File: src/rtl/scan_mem_pkg.sv
package scan_mem_pkg;
  // Strobes from control to datapath; at most one register update per cycle
  typedef struct packed {
    logic shiftEn;   // serial shift of the command word
    logic wordLoad;  // parallel load of the command word
    logic memEn;     // fields presented to the memories
    logic capture;   // first edge after memEn falls
  } ctlStrobe_t;
endpackage

File: src/rtl/scan_mem_ctl.sv
module scan_mem_ctl
  import scan_mem_pkg::*;
(
  input  logic       clk,
  input  logic       rst,
  input  logic       serialMode,
  input  logic       serScan,
  input  logic       serAccess,
  input  logic       parLoad,
  input  logic       parAccess,
  output ctlStrobe_t strobes
);
  logic memEnQ;
  logic memEnNow;

  always_comb begin
    memEnNow = serialMode ? (serAccess & ~serScan) : parAccess;
    strobes.memEn    = memEnNow;
    strobes.capture  = memEnQ & ~memEnNow;
    strobes.shiftEn  = serialMode & serScan;
    strobes.wordLoad = ~serialMode & parLoad;
  end

  always_ff @(posedge clk) begin
    if (rst) memEnQ <= 1'b0;
    else     memEnQ <= memEnNow;
  end

  // a capture lasts a single cycle
  a_r5_capture_single: assert property (@(posedge clk) disable iff (rst)
    strobes.capture |=> !strobes.capture);

  // a serial scan never opens a memory access in serial mode
  a_r11_scan_blocks_access: assert property (@(posedge clk) disable iff (rst)
    (serialMode && serScan) |-> !strobes.memEn);
endmodule

File: src/rtl/scan_mem_dp.sv
module scan_mem_dp
  import scan_mem_pkg::*;
#(
  parameter int NMEM   = 16,
  parameter int ADDR_W = 16,
  parameter int DATA_W = 32,
  parameter int MASK_W = 4,
  parameter logic [NMEM-1:0] DUAL_MAP   = 16'h001F,
  parameter logic [NMEM-1:0] SINGLE_MAP = 16'h0F00,
  localparam int SEL_W  = $clog2(NMEM),
  localparam int PORT_W = ADDR_W + DATA_W + 2 + MASK_W,
  localparam int PKT_W  = SEL_W + 2 * PORT_W
) (
  input  logic               clk,
  input  logic               rst,
  input  ctlStrobe_t         strobes,
  input  logic               serIn,
  input  logic [PKT_W-1:0]   parIn,
  input  logic [NMEM*DATA_W-1:0] rdData0,
  input  logic [NMEM*DATA_W-1:0] rdData1,
  output logic [PKT_W-1:0]   word,
  output logic [ADDR_W-1:0]  portAddr [2],
  output logic [DATA_W-1:0]  portData [2],
  output logic               portWen  [2],
  output logic [MASK_W-1:0]  portMask [2],
  output logic [NMEM-1:0]    dCs0n,
  output logic [NMEM-1:0]    dCs1n,
  output logic [NMEM-1:0]    sCs0n
);
  localparam int P0_DATA_LO = PORT_W + MASK_W + 2;
  localparam int P1_DATA_LO = MASK_W + 2;

  logic [SEL_W-1:0] memSel;
  logic [NMEM-1:0]  selOh;
  logic             portCs [2];
  logic             onDual, onSingle;
  logic [DATA_W-1:0] rdVal0, rdVal1;
  logic [1:0]       rdPend;

  assign memSel = word[PKT_W-1 -: SEL_W];

  // Field extraction, port 0 above port 1
  for (genvar p = 0; p < 2; p++) begin : g_port
    localparam int BASE = (1 - p) * PORT_W;
    assign portMask[p] = word[BASE +: MASK_W];
    assign portWen[p]  = word[BASE + MASK_W];
    assign portCs[p]   = word[BASE + MASK_W + 1];
    assign portData[p] = word[BASE + MASK_W + 2 +: DATA_W];
    assign portAddr[p] = word[BASE + MASK_W + 2 + DATA_W +: ADDR_W];
  end

  for (genvar m = 0; m < NMEM; m++) begin : g_sel
    assign selOh[m] = (memSel == SEL_W'(m));
  end

  assign onDual   = |(selOh & DUAL_MAP);
  assign onSingle = |(selOh & SINGLE_MAP);

  // Chip-select decode, active low, gated by the access strobe
  always_comb begin
    dCs0n = ~(selOh & DUAL_MAP   & {NMEM{strobes.memEn & ~portCs[0]}});
    dCs1n = ~(selOh & DUAL_MAP   & {NMEM{strobes.memEn & ~portCs[1]}});
    sCs0n = ~(selOh & SINGLE_MAP & {NMEM{strobes.memEn & ~portCs[0]}});
  end

  // Read-data selection
  always_comb begin
    rdVal0 = '0;
    rdVal1 = '0;
    for (int m = 0; m < NMEM; m++) begin
      if (selOh[m]) begin
        rdVal0 = rdData0[m*DATA_W +: DATA_W];
        rdVal1 = SINGLE_MAP[m] ? '0 : rdData1[m*DATA_W +: DATA_W];
      end
    end
  end

  // Remember which ports read during the access
  always_ff @(posedge clk) begin
    if (rst) begin
      rdPend <= '0;
    end else if (strobes.memEn) begin
      rdPend[0] <= (onDual | onSingle) & ~portCs[0] & portWen[0];
      rdPend[1] <= (onDual | onSingle) & ~portCs[1] & portWen[1];
    end
  end

  // Command register: capture > parallel load > shift
  always_ff @(posedge clk) begin
    if (rst) begin
      word <= '0;
    end else if (strobes.capture) begin
      if (rdPend[0]) word[P0_DATA_LO +: DATA_W] <= rdVal0;
      if (rdPend[1]) word[P1_DATA_LO +: DATA_W] <= rdVal1;
    end else if (strobes.wordLoad) begin
      word <= parIn;
    end else if (strobes.shiftEn) begin
      word <= {word[PKT_W-2:0], serIn};
    end
  end

  a_r1_reset_clears: assert property (@(posedge clk)
    rst |=> (word == '0));

  a_r2_shift_lsb: assert property (@(posedge clk) disable iff (rst)
    (strobes.shiftEn && !strobes.capture && !strobes.wordLoad)
      |=> (word[0] == $past(serIn)) && (word[PKT_W-1:1] == $past(word[PKT_W-2:0])));

  a_r4_one_cs_per_port: assert property (@(posedge clk) disable iff (rst)
    $onehot0(~dCs0n) && $onehot0(~dCs1n) && $onehot0(~sCs0n));

  a_r4_idle_all_high: assert property (@(posedge clk) disable iff (rst)
    !strobes.memEn |-> (&dCs0n && &dCs1n && &sCs0n));

  a_r5_fields_kept: assert property (@(posedge clk) disable iff (rst)
    strobes.capture |=> $stable(word[PKT_W-1 -: SEL_W + ADDR_W])
                     && $stable(word[PORT_W-1 -: ADDR_W]));

  a_r8_buses_exclusive: assert property (@(posedge clk) disable iff (rst)
    !((~&dCs0n || ~&dCs1n) && ~&sCs0n));

  a_r8_single_no_port1: assert property (@(posedge clk) disable iff (rst)
    (~&sCs0n) |-> &dCs1n);
endmodule

File: src/rtl/scan_mem_tester.sv
module scan_mem_tester
  import scan_mem_pkg::*;
#(
  parameter int NMEM   = 16,
  parameter int ADDR_W = 16,
  parameter int DATA_W = 32,
  parameter int MASK_W = 4,
  parameter logic [NMEM-1:0] DUAL_MAP   = 16'h001F,
  parameter logic [NMEM-1:0] SINGLE_MAP = 16'h0F00,
  localparam int SEL_W  = $clog2(NMEM),
  localparam int PKT_W  = SEL_W + 2 * (ADDR_W + DATA_W + 2 + MASK_W)
) (
  input  logic                   clk,
  input  logic                   rst,
  input  logic                   serialMode,
  input  logic                   serIn,
  input  logic                   serScan,
  input  logic                   serAccess,
  input  logic [PKT_W-1:0]       parIn,
  input  logic                   parLoad,
  input  logic                   parAccess,
  output logic                   serOut,
  output logic [PKT_W-1:0]       parOut,
  output logic [ADDR_W-1:0]      dAddr0,
  output logic [DATA_W-1:0]      dDin0,
  output logic                   dWen0,
  output logic [MASK_W-1:0]      dMask0,
  output logic [ADDR_W-1:0]      dAddr1,
  output logic [DATA_W-1:0]      dDin1,
  output logic                   dWen1,
  output logic [MASK_W-1:0]      dMask1,
  output logic [NMEM-1:0]        dCs0n,
  output logic [NMEM-1:0]        dCs1n,
  output logic [ADDR_W-1:0]      sAddr0,
  output logic [DATA_W-1:0]      sDin0,
  output logic                   sWen0,
  output logic [MASK_W-1:0]      sMask0,
  output logic [NMEM-1:0]        sCs0n,
  input  logic [NMEM*DATA_W-1:0] rdData0,
  input  logic [NMEM*DATA_W-1:0] rdData1
);
  ctlStrobe_t        strobes;
  logic [PKT_W-1:0]  word;
  logic [ADDR_W-1:0] portAddr [2];
  logic [DATA_W-1:0] portData [2];
  logic              portWen  [2];
  logic [MASK_W-1:0] portMask [2];

  scan_mem_ctl u_ctl (
    .clk(clk), .rst(rst), .serialMode(serialMode), .serScan(serScan),
    .serAccess(serAccess), .parLoad(parLoad), .parAccess(parAccess),
    .strobes(strobes)
  );

  scan_mem_dp #(
    .NMEM(NMEM), .ADDR_W(ADDR_W), .DATA_W(DATA_W), .MASK_W(MASK_W),
    .DUAL_MAP(DUAL_MAP), .SINGLE_MAP(SINGLE_MAP)
  ) u_dp (
    .clk(clk), .rst(rst), .strobes(strobes), .serIn(serIn), .parIn(parIn),
    .rdData0(rdData0), .rdData1(rdData1), .word(word),
    .portAddr(portAddr), .portData(portData), .portWen(portWen),
    .portMask(portMask), .dCs0n(dCs0n), .dCs1n(dCs1n), .sCs0n(sCs0n)
  );

  assign serOut = word[PKT_W-1];
  assign parOut = word;
  assign dAddr0 = portAddr[0];
  assign dDin0  = portData[0];
  assign dWen0  = portWen[0];
  assign dMask0 = portMask[0];
  assign dAddr1 = portAddr[1];
  assign dDin1  = portData[1];
  assign dWen1  = portWen[1];
  assign dMask1 = portMask[1];
  assign sAddr0 = portAddr[0];
  assign sDin0  = portData[0];
  assign sWen0  = portWen[0];
  assign sMask0 = portMask[0];
endmodule

File: config.mk
export PLATFORM = sky130hd
export DESIGN_NAME = scan_mem_tester
export DESIGN_NICKNAME = d
export VERILOG_FILES = /design/src/rtl/scan_mem_pkg.sv /design/src/rtl/scan_mem_ctl.sv /design/src/rtl/scan_mem_dp.sv /design/src/rtl/scan_mem_tester.sv
export SDC_FILE = /design/constraint.sdc
export NUM_CORES = 1
export LEC_CHECK = 0
export BUFFER_PORTS_ARGS = -buffer_cell sky130_fd_sc_hd__buf_2
export CAP_MARGIN = 20
export CORE_AREA = 5 5 562 564
export CTS_CLUSTER_DIAMETER = 200
export DETAILED_ROUTE_END_ITERATION = 16
export DIE_AREA = 0 0 567 569
export GPL_TIMING_DRIVEN = 0
export SYNTH_ARGS = -nofsm -noshare
export SYNTH_HDL_FRONTEND = slang
export SYNTH_SLANG_ARGS = --single-unit
File: constraint.sdc
create_clock -name clk -period 1.8 [get_ports clk]
set_input_delay 0 -clock clk [delete_from_list [all_inputs] [get_ports clk]]
set_output_delay 0 -clock clk [all_outputs]
set_load 0.01 [all_outputs]
==> results of run 1 <==
flip-flops by register name, summed over array words and instances (netlist names):
name / flops
u_dp.rdPend: 2
u_ctl.memEnQ: 1
u_dp.word: 112
routing by layer:
layer  vias to the layer above  wire [µm]
met5                         -        987
met4                       152      24400
met3                      1080      31800
met2                      2772     145000
met1                     13673     137000
li1                      11431          -
cell families (layout without fill, tap and decap cells):
group	count (synthesis)	after routing	synth area share, %
AND/OR/NAND/NOR	677	677	19.0
AO/OA/AOI/OAI	625	625	27.3
buffers and inverters	406	2216	17.1
multiplexers	226	226	21.6
flip-flops	115	115	15.0
other	1	208	0.0244
per-stage QoR:
step	std cells	area, µm²	setup TNS, ns	hold WS [ns]	power (mW)
detailed placement	7574	27900	-224.00	0.272	14.1
finish	8207	39300	-61.26	0.0275	22.4
global route	8135	39100	-66.99	0.0291	23.0
floorplan	2083	15500	-1.50	0.151	7.01
CTS	7954	36900	-62.01	0.00187	21.7
global placement	7523	27200	-275.71	0.269	13.8
final cells by class:
type	instances	area, µm²
antenna	174	435
buffer	390	4140
clock buffer	17	425
clock inverter	15	159
fill	35545	271000
inverter	7	53.8
multi-input combinational	1562	14200
sequential	115	2330
tap	4140	5180
timing repair buffer	1787	12400
power groups by stage:
stage	registers (mW)	logic [mW]	clock network, mW
after detailed placement	3.68	10.4	0
after global placement	3.70	10.1	0
final	3.60	14.9	3.86
after CTS	3.62	14.1	3.95
after global routing	3.63	15.4	4.01
after floorplan	3.17	3.84	0
what timing repair did:
item / 4_1_cts / 5_1_grt
endpoints found under the setup margin: 140 / 123
pin swaps: 183 / 170
buffers inserted: 203 / 92
gates cloned: 7 / 4
gates resized for setup: 1051 / 248
endpoints found under the hold margin: 108 / 0
hold buffers: 147 / 0
worst reg2reg max path, cell delays in order (launching register included):
cell	delay, ns
dfxtp_4	0.42
buf_12	0.22
buf_16	0.18
clkinvlp_4	0.22
o21ai_0	0.16
a21o_1	0.20
o211ai_1	1.09
a222oi_1	0.26
o32ai_1	0.18
final timing paths:
check / startpoint / end / slack (ns) / cells past startpoint
hold reg to reg: u_dp.word[52]$_SDFFE_PP0P_ / u_dp.word[53]$_SDFFE_PP0P_ / 0.51 / 2
setup reg to reg: u_dp.word[109]$_SDFFE_PP0P_ / u_dp.word[78]$_SDFFE_PP0P_ / -1.23 / 8
hold / removal: rdData0[502] / u_dp.word[82]$_SDFFE_PP0P_ / 0.03 / 4
setup / recovery: u_dp.word[109]$_SDFFE_PP0P_ / u_dp.word[78]$_SDFFE_PP0P_ / -1.23 / 8
cell usage after synthesis (4+ instances only):
library cell  instances  share of area [%]
nand2_1             296                7.2
buf_4               219                 11
nor2_1              197                4.8
a21oi_1             125                4.1
dfxtp_1             115                 15
o22ai_1             115                4.7
o21ai_0             104                3.4
nor3_1               93                3.0
mux2i_1              85                5.5
a311oi_1             75                4.3
buf_2                74                2.4
clkbuf_1             72                1.8
mux4_2               69                 10
mux2_2               65                4.8
a31oi_1              36                1.5
a2111oi_0            25                1.4
nor2b_1              23               0.94
buf_6                21                1.5
o221ai_1             19                1.1
o311ai_0             19                1.1
nand3_1              13               0.42
a211oi_1             12               0.59
o211ai_1             12               0.59
a221oi_1             11               0.63
buf_1                10               0.24
a22oi_1               8               0.39
and3_1                8               0.33
mux4_1                7                1.2
nand2b_1              7               0.28
o32ai_1               7               0.40
o41ai_1               7               0.40
a21o_1                6               0.29
nor4_1                6               0.24
a2111oi_1             5               0.33
o2bb2ai_1             5               0.28
a22o_1                4               0.23
a32oi_1               4               0.23
inv_1                 4              0.098
nand2_2               4               0.16
==> flow_summary.toml, run 1 <==
[worst_hold_path]
min_path_type = "in2reg"

[cts]
htreeDepth = 4
cts-buffers-inserted = 17
root_buffer = "clkbuf_16"
cts_sinks = 115
cts_tree = "built"
clk_path_buf_depth = 2
clock_latency_ns = 0.53
clk_pin_slew_ns = 0.08

[route]
routed_wl_um = 339000
vias = 29108
drc = 0
firstDrtPassIters = 5
vias_per_cell = 3.55
ant_nets = 0
avgRoutedWirePerCell_um = 41.3
drt_iter0_markers = 2548

[floorplanning]
die_y_um = 569
pin_count = 1464
core_mm2 = 0.310
initial_utilization_pct = 4.95
die_x_um = 567
num_rows = 205
die-area_mm2 = 0.323

[worst_setup_path]
critPathBufInv = 3
required_ns = 2.23
crit_path_max_fanout = 7
crit_type = "reg2reg"
arrival_ns = 3.46
path_cells = "buf_12, buf_16, clkinvlp_4, o21ai_0, a21o_1, o211ai_1, a222oi_1, o32ai_1"
critPathCaptureType = "flip-flop"
crit_path_max_incr_delay_ns = 1.09
critPathTopFamily = "compound AO/OA/AOI/OAI gates"
start_kind = "flip-flop"
critPathSlowestCell = "o211ai_1"

[grt]
grt_max_degree = 17
use_met3_pct = 6.94
antenna_found_initial = 443
grtUsageMet1_pct = 24.0
grt_use_total_pct = 19.9
overflow = 0
first_global_vias = 26937
busiest_layer = "met2"
grt_pass1_wl_um = 393000
grt.met2_usage_pct = 30.7

[power]
p_int_mw = 10.9
clockPowerShare_pct = 17.2
p_switching_mw = 11.5
power_density_mw_per_mm2 = 570
ir_worst_vdd_v = 0.000819
power_leakage_nw = 15.8
switching_share_pct = 51.3
combPwrFrac_pct = 66.7
power_frac_seq_pct = 16.1

[sta]
fin_crit_ns = 3.03
slew_headroom_pct = 3.63
worstMarginPinSlew_ns = 1.44
finalClockSkew_ns = 0.0321
fmax_mhz = 330
layout_setup_ws_ns = -1.23
setup-violations-final = 85
drv_slew = 0
hold_violations = 0
grt_setup_unrepaired = "yes"
finalCritPeriodShare_pct = 168

[place]
dp_hpwl_um = 294000
dpl_worst_slack_ns = -3.17
gp_congestion = 0.946
port_buffers = 1300

[cells_and_area]
final_nets = 5024
drive_gt1_share_pct = 66.5
final_util_pct = 12.7
final_cell_mix = "buf_2 (1303), buf_4 (342), nand2_1 (263)"
final_common_cell = "buf_2"
syn_to_final_growth_pct = 156

[synthesis]
synth_top_flop_cell = "dfxtp_1"
ys_seq_elements = 115
synth.avg_cell_area_um2 = 7.50
async_flop_share_pct = 0
synth_edf_count = 0
synth_cell_types = 76
yosysWarningCount = 0
netlist_area_mm2 = 0.0154
synth_seq_area_share_pct = 15.0
synth_cells = 2050

[status]
failed_checks = "setup timing"
status = "complete, but fails checks"

[job]
cap_violations = 0
(Power assumes the default switching activity.)
==> run 2, diff against run 1 <==
ABC_AREA = 1   (was not set)
CORE_AREA = 5 5 573 575   (was 5 5 562 564)
CTS_CLUSTER_DIAMETER = 80   (was 200)
DIE_AREA = 0 0 578 580   (was 0 0 567 569)
==> run 2 against run 1 <==
The flow finishes with violations (hold timing, setup timing). Cell area decreased by 14%. Wire length fell by 17%. Cell count grew 6.0%. Via count decreased by 7.2%. Clock-buffer cell count up 15. Register-to-register slack got worse by 0.80 ns. Global-route usage decreased by 3.9 points. Hold slack worse by 0.045 ns. Synthesized area down 7.8%. Highest routed layer unchanged.
==> flow_summary.toml, run 2 <==
[worst_setup_path]
path_cells = "buf_6, nand2_4, nor2_4, buf_8, buf_12, nand2_8, nand3_4, nor2_4, nand4_1, nor2_4, buf_8, nand4_1, nor2_1, nand4_1, nand2_4, a21oi_2"
crit_path_max_incr_delay_ns = 0.70
crit_path_max_fanout = 5
worst_r2r_endpoint = "u_dp.word[86]$_SDFFE_PP0P_"
critPathSlowestCell = "nand4_1"
crit_type = "reg2reg"
critPathCaptureType = "flip-flop"
arrival_ns = 4.24
critPathBufInv = 4
start_kind = "flip-flop"
r2r_slack_ns = -2.03
reg2regPathDepth = 16
required_ns = 2.21
reg2reg_from = "u_dp.word[109]$_SDFFE_PP0P_"
critPathTopFamily = "simple AND/OR/NAND/NOR gates"

[sta]
fin_setup_tns_ns = -111.81
setup-violations-final = 130
finalCritPeriodShare_pct = 213
grt_setup_unrepaired = "yes"
hold_slack_ns = -0.0179
slew_headroom_pct = 5.33
hold_violations = 1
fin_crit_ns = 3.83
worstMarginPinSlew_ns = 1.41
finalClockSkew_ns = 0.0154
drv_slew = 0
layout_setup_ws_ns = -2.03
fmax_mhz = 261

[route]
routed_wl_um = 282000
ant_nets = 0
vias = 27004
vias_per_cell = 3.10
avgRoutedWirePerCell_um = 32.4
drt_iter0_markers = 2215
drc = 0
firstDrtPassIters = 7

[floorplanning]
die_y_um = 580
pin_count = 1464
num_rows = 209
die-area_mm2 = 0.335
core_mm2 = 0.323
die_x_um = 578
initial_utilization_pct = 4.39

[worst_hold_path]
hp-start = "rdData0[476]"
min_path_type = "in2reg"
holdPathStages = 5
hold_end = "u_dp.word[88]$_SDFFE_PP0P_"

[cells_and_area]
final_util_pct = 10.4
largest_reg_flops = 112
multi_input_area_mm2 = 0.0119
final_cell_mix = "buf_2 (1312), nand2_1 (547), buf_4 (260)"
regArea_mm2 = 0.00231
final_common_cell = "buf_2"
drive_gt1_share_pct = 53.0
fillers = 38058
layout_top_registers = "u_dp.word (112), u_dp.rdPend (2), u_ctl.memEnQ (1)"
largest-register = "u_dp.word"
final_nets = 5389
final_cells = 8702
syn_to_final_growth_pct = 137
fin_area_mm2 = 0.0336

[cts]
clock_latency_ns = 0.52
cts_sinks = 115
cts_tree = "built"
root_buffer = "clkbuf_16"
clk_pin_slew_ns = 0.07
htreeDepth = 4
clk_path_buf_depth = 3
cts-buffers-inserted = 25

[power]
switching_share_pct = 51.9
p_int_mw = 9.62
combPwrFrac_pct = 60.9
power_density_mw_per_mm2 = 595
power_leakage_nw = 15.0
power_frac_seq_pct = 17.3
power_mw = 20.0
ir_worst_vdd_v = 0.000497
clockPowerShare_pct = 21.8
p_switching_mw = 10.4

[synthesis]
synth_top_area_share_pct = 20.1
synth_top_area_cell = "nand2_1"
netlist_top_cells_count = "nand2_1 (760), nor2_1 (319), a21oi_1 (262), buf_4 (198), o21ai_0 (159)"
synth_top_flop_cell = "dfxtp_1"
synth_cells = 2600
ys_seq_elements = 115
synth_most_common_cell = "nand2_1"
yosys-top-cells-area = "nand2_1 (20%), dfxtp_1 (16%), buf_4 (10%)"
synth.avg_cell_area_um2 = 5.45
synth_seq_area_share_pct = 16.2
synth_cell_types = 26
yosysWarningCount = 0
async_flop_share_pct = 0
synth_edf_count = 0
netlist_area_mm2 = 0.0142

[grt]
first_global_vias = 25934
grt_max_degree = 15
antenna_found_initial = 271
grt_pass1_wl_um = 335000
overflow = 0
grt_use_total_pct = 16.0

[status]
failed_checks = "hold timing, setup timing"
status = "complete, but fails checks"

[place]
dpl_worst_slack_ns = -4.01
placed_area_mm2 = 0.0267
dp_hpwl_um = 256000
port_buffers = 1300
gp_congestion = 0.945
dp.cells = 8286

[job]
cap_violations = 0
## run 2: cell count changes after synthesis, sizes merged, moves of 75 or more
cell    previous run  this run
nand2            300       763
a21oi            125       262
nand3             14       109
o22ai            116         0
nand4              2       119
mux2i             85         0
nor2             199       324
mux4              76         0
o21ai            107       183
nor3              94         0
a311oi            75         0
inv                6       151
## run 2: worst max path at each step
stage	start	slack, ns	endpoint	cells after the start
global route	u_dp.word[111]$_SDFFE_PP0P_	-2.31	u_dp.word[86]$_SDFFE_PP0P_	16
finish	u_dp.word[109]$_SDFFE_PP0P_	-2.03	u_dp.word[86]$_SDFFE_PP0P_	16
floorplan	u_dp.word[111]$_SDFFE_PP0P_	0.007	u_dp.word[85]$_SDFFE_PP0P_	12
global placement	u_dp.word[111]$_SDFFE_PP0P_	-5.15	u_dp.word[86]$_SDFFE_PP0P_	12
detailed placement	u_dp.word[111]$_SDFFE_PP0P_	-4.01	u_dp.word[86]$_SDFFE_PP0P_	14
CTS	u_dp.word[108]$_SDFFE_PP0P_	-2.45	u_dp.word[86]$_SDFFE_PP0P_	16
## run 2: kinds of logic after synthesis
logic type	count (synthesis)	share of synthesized area, %
AOI/OAI and AO/OA	565	21.9
buffers and inverters	529	19.6
DFF	115	16.2
muxes	22	1.75
other	1	0.0265
and+or+nand+nor	1368	40.4
## run 2: layout make-up
class / instances / share of cell area (%)
Timing Repair Buffer: 1587 / 28.3
Clock inverter: 1 / 0.0149
Tap cell: 4325 / 16.1
Sequential cell: 115 / 6.89
Antenna cell: 126 / 0.938
Inverter: 151 / 1.86
Multi-Input combinational cell: 1989 / 35.4
Clock buffer: 32 / 2.09
Buffer: 376 / 8.44
## run 2: power groups by stage
stage | Sequential, mW | Clock, mW | Combinational, mW
after floorplan | 3.19 | 0 | 3.07
after global placement | 3.54 | 0 | 9.97
after detailed placement | 3.54 | 0 | 10.1
after CTS | 3.48 | 4.53 | 12.4
after global routing | 3.49 | 4.62 | 13.0
final | 3.46 | 4.35 | 12.2
## run 2: what timing repair did
action                     CTS  global route
hold endpoints to repair   115             0
resized for setup          772           158
setup endpoints to repair  142           140
hold buffers               173             0
buffers inserted            72            20
pin swaps                  227           201
## run 2: layer usage
layer	wire (µm)	track usage, %	up-vias
li1	-	-	11843
met1	114000	19.6	12566
met2	122000	25.5	1930
met3	27700	5.48	587
met4	17400	6.70	78
met5	538	0.0143	-
## run 2: worst register-to-register path, cell delays in order (launching register included)
cell and delay [ns]:
dfxtp_4 0.43, buf_6 0.21, nand2_4 0.07, nor2_4 0.05, buf_8 0.13, buf_12 0.14
nand2_8 0.06, nand3_4 0.09, nor2_4 0.13, nand4_1 0.15, nor2_4 0.19, buf_8 0.17
nand4_1 0.71, nor2_1 0.37, nand4_1 0.46, nand2_4 0.29, a21oi_2 0.07
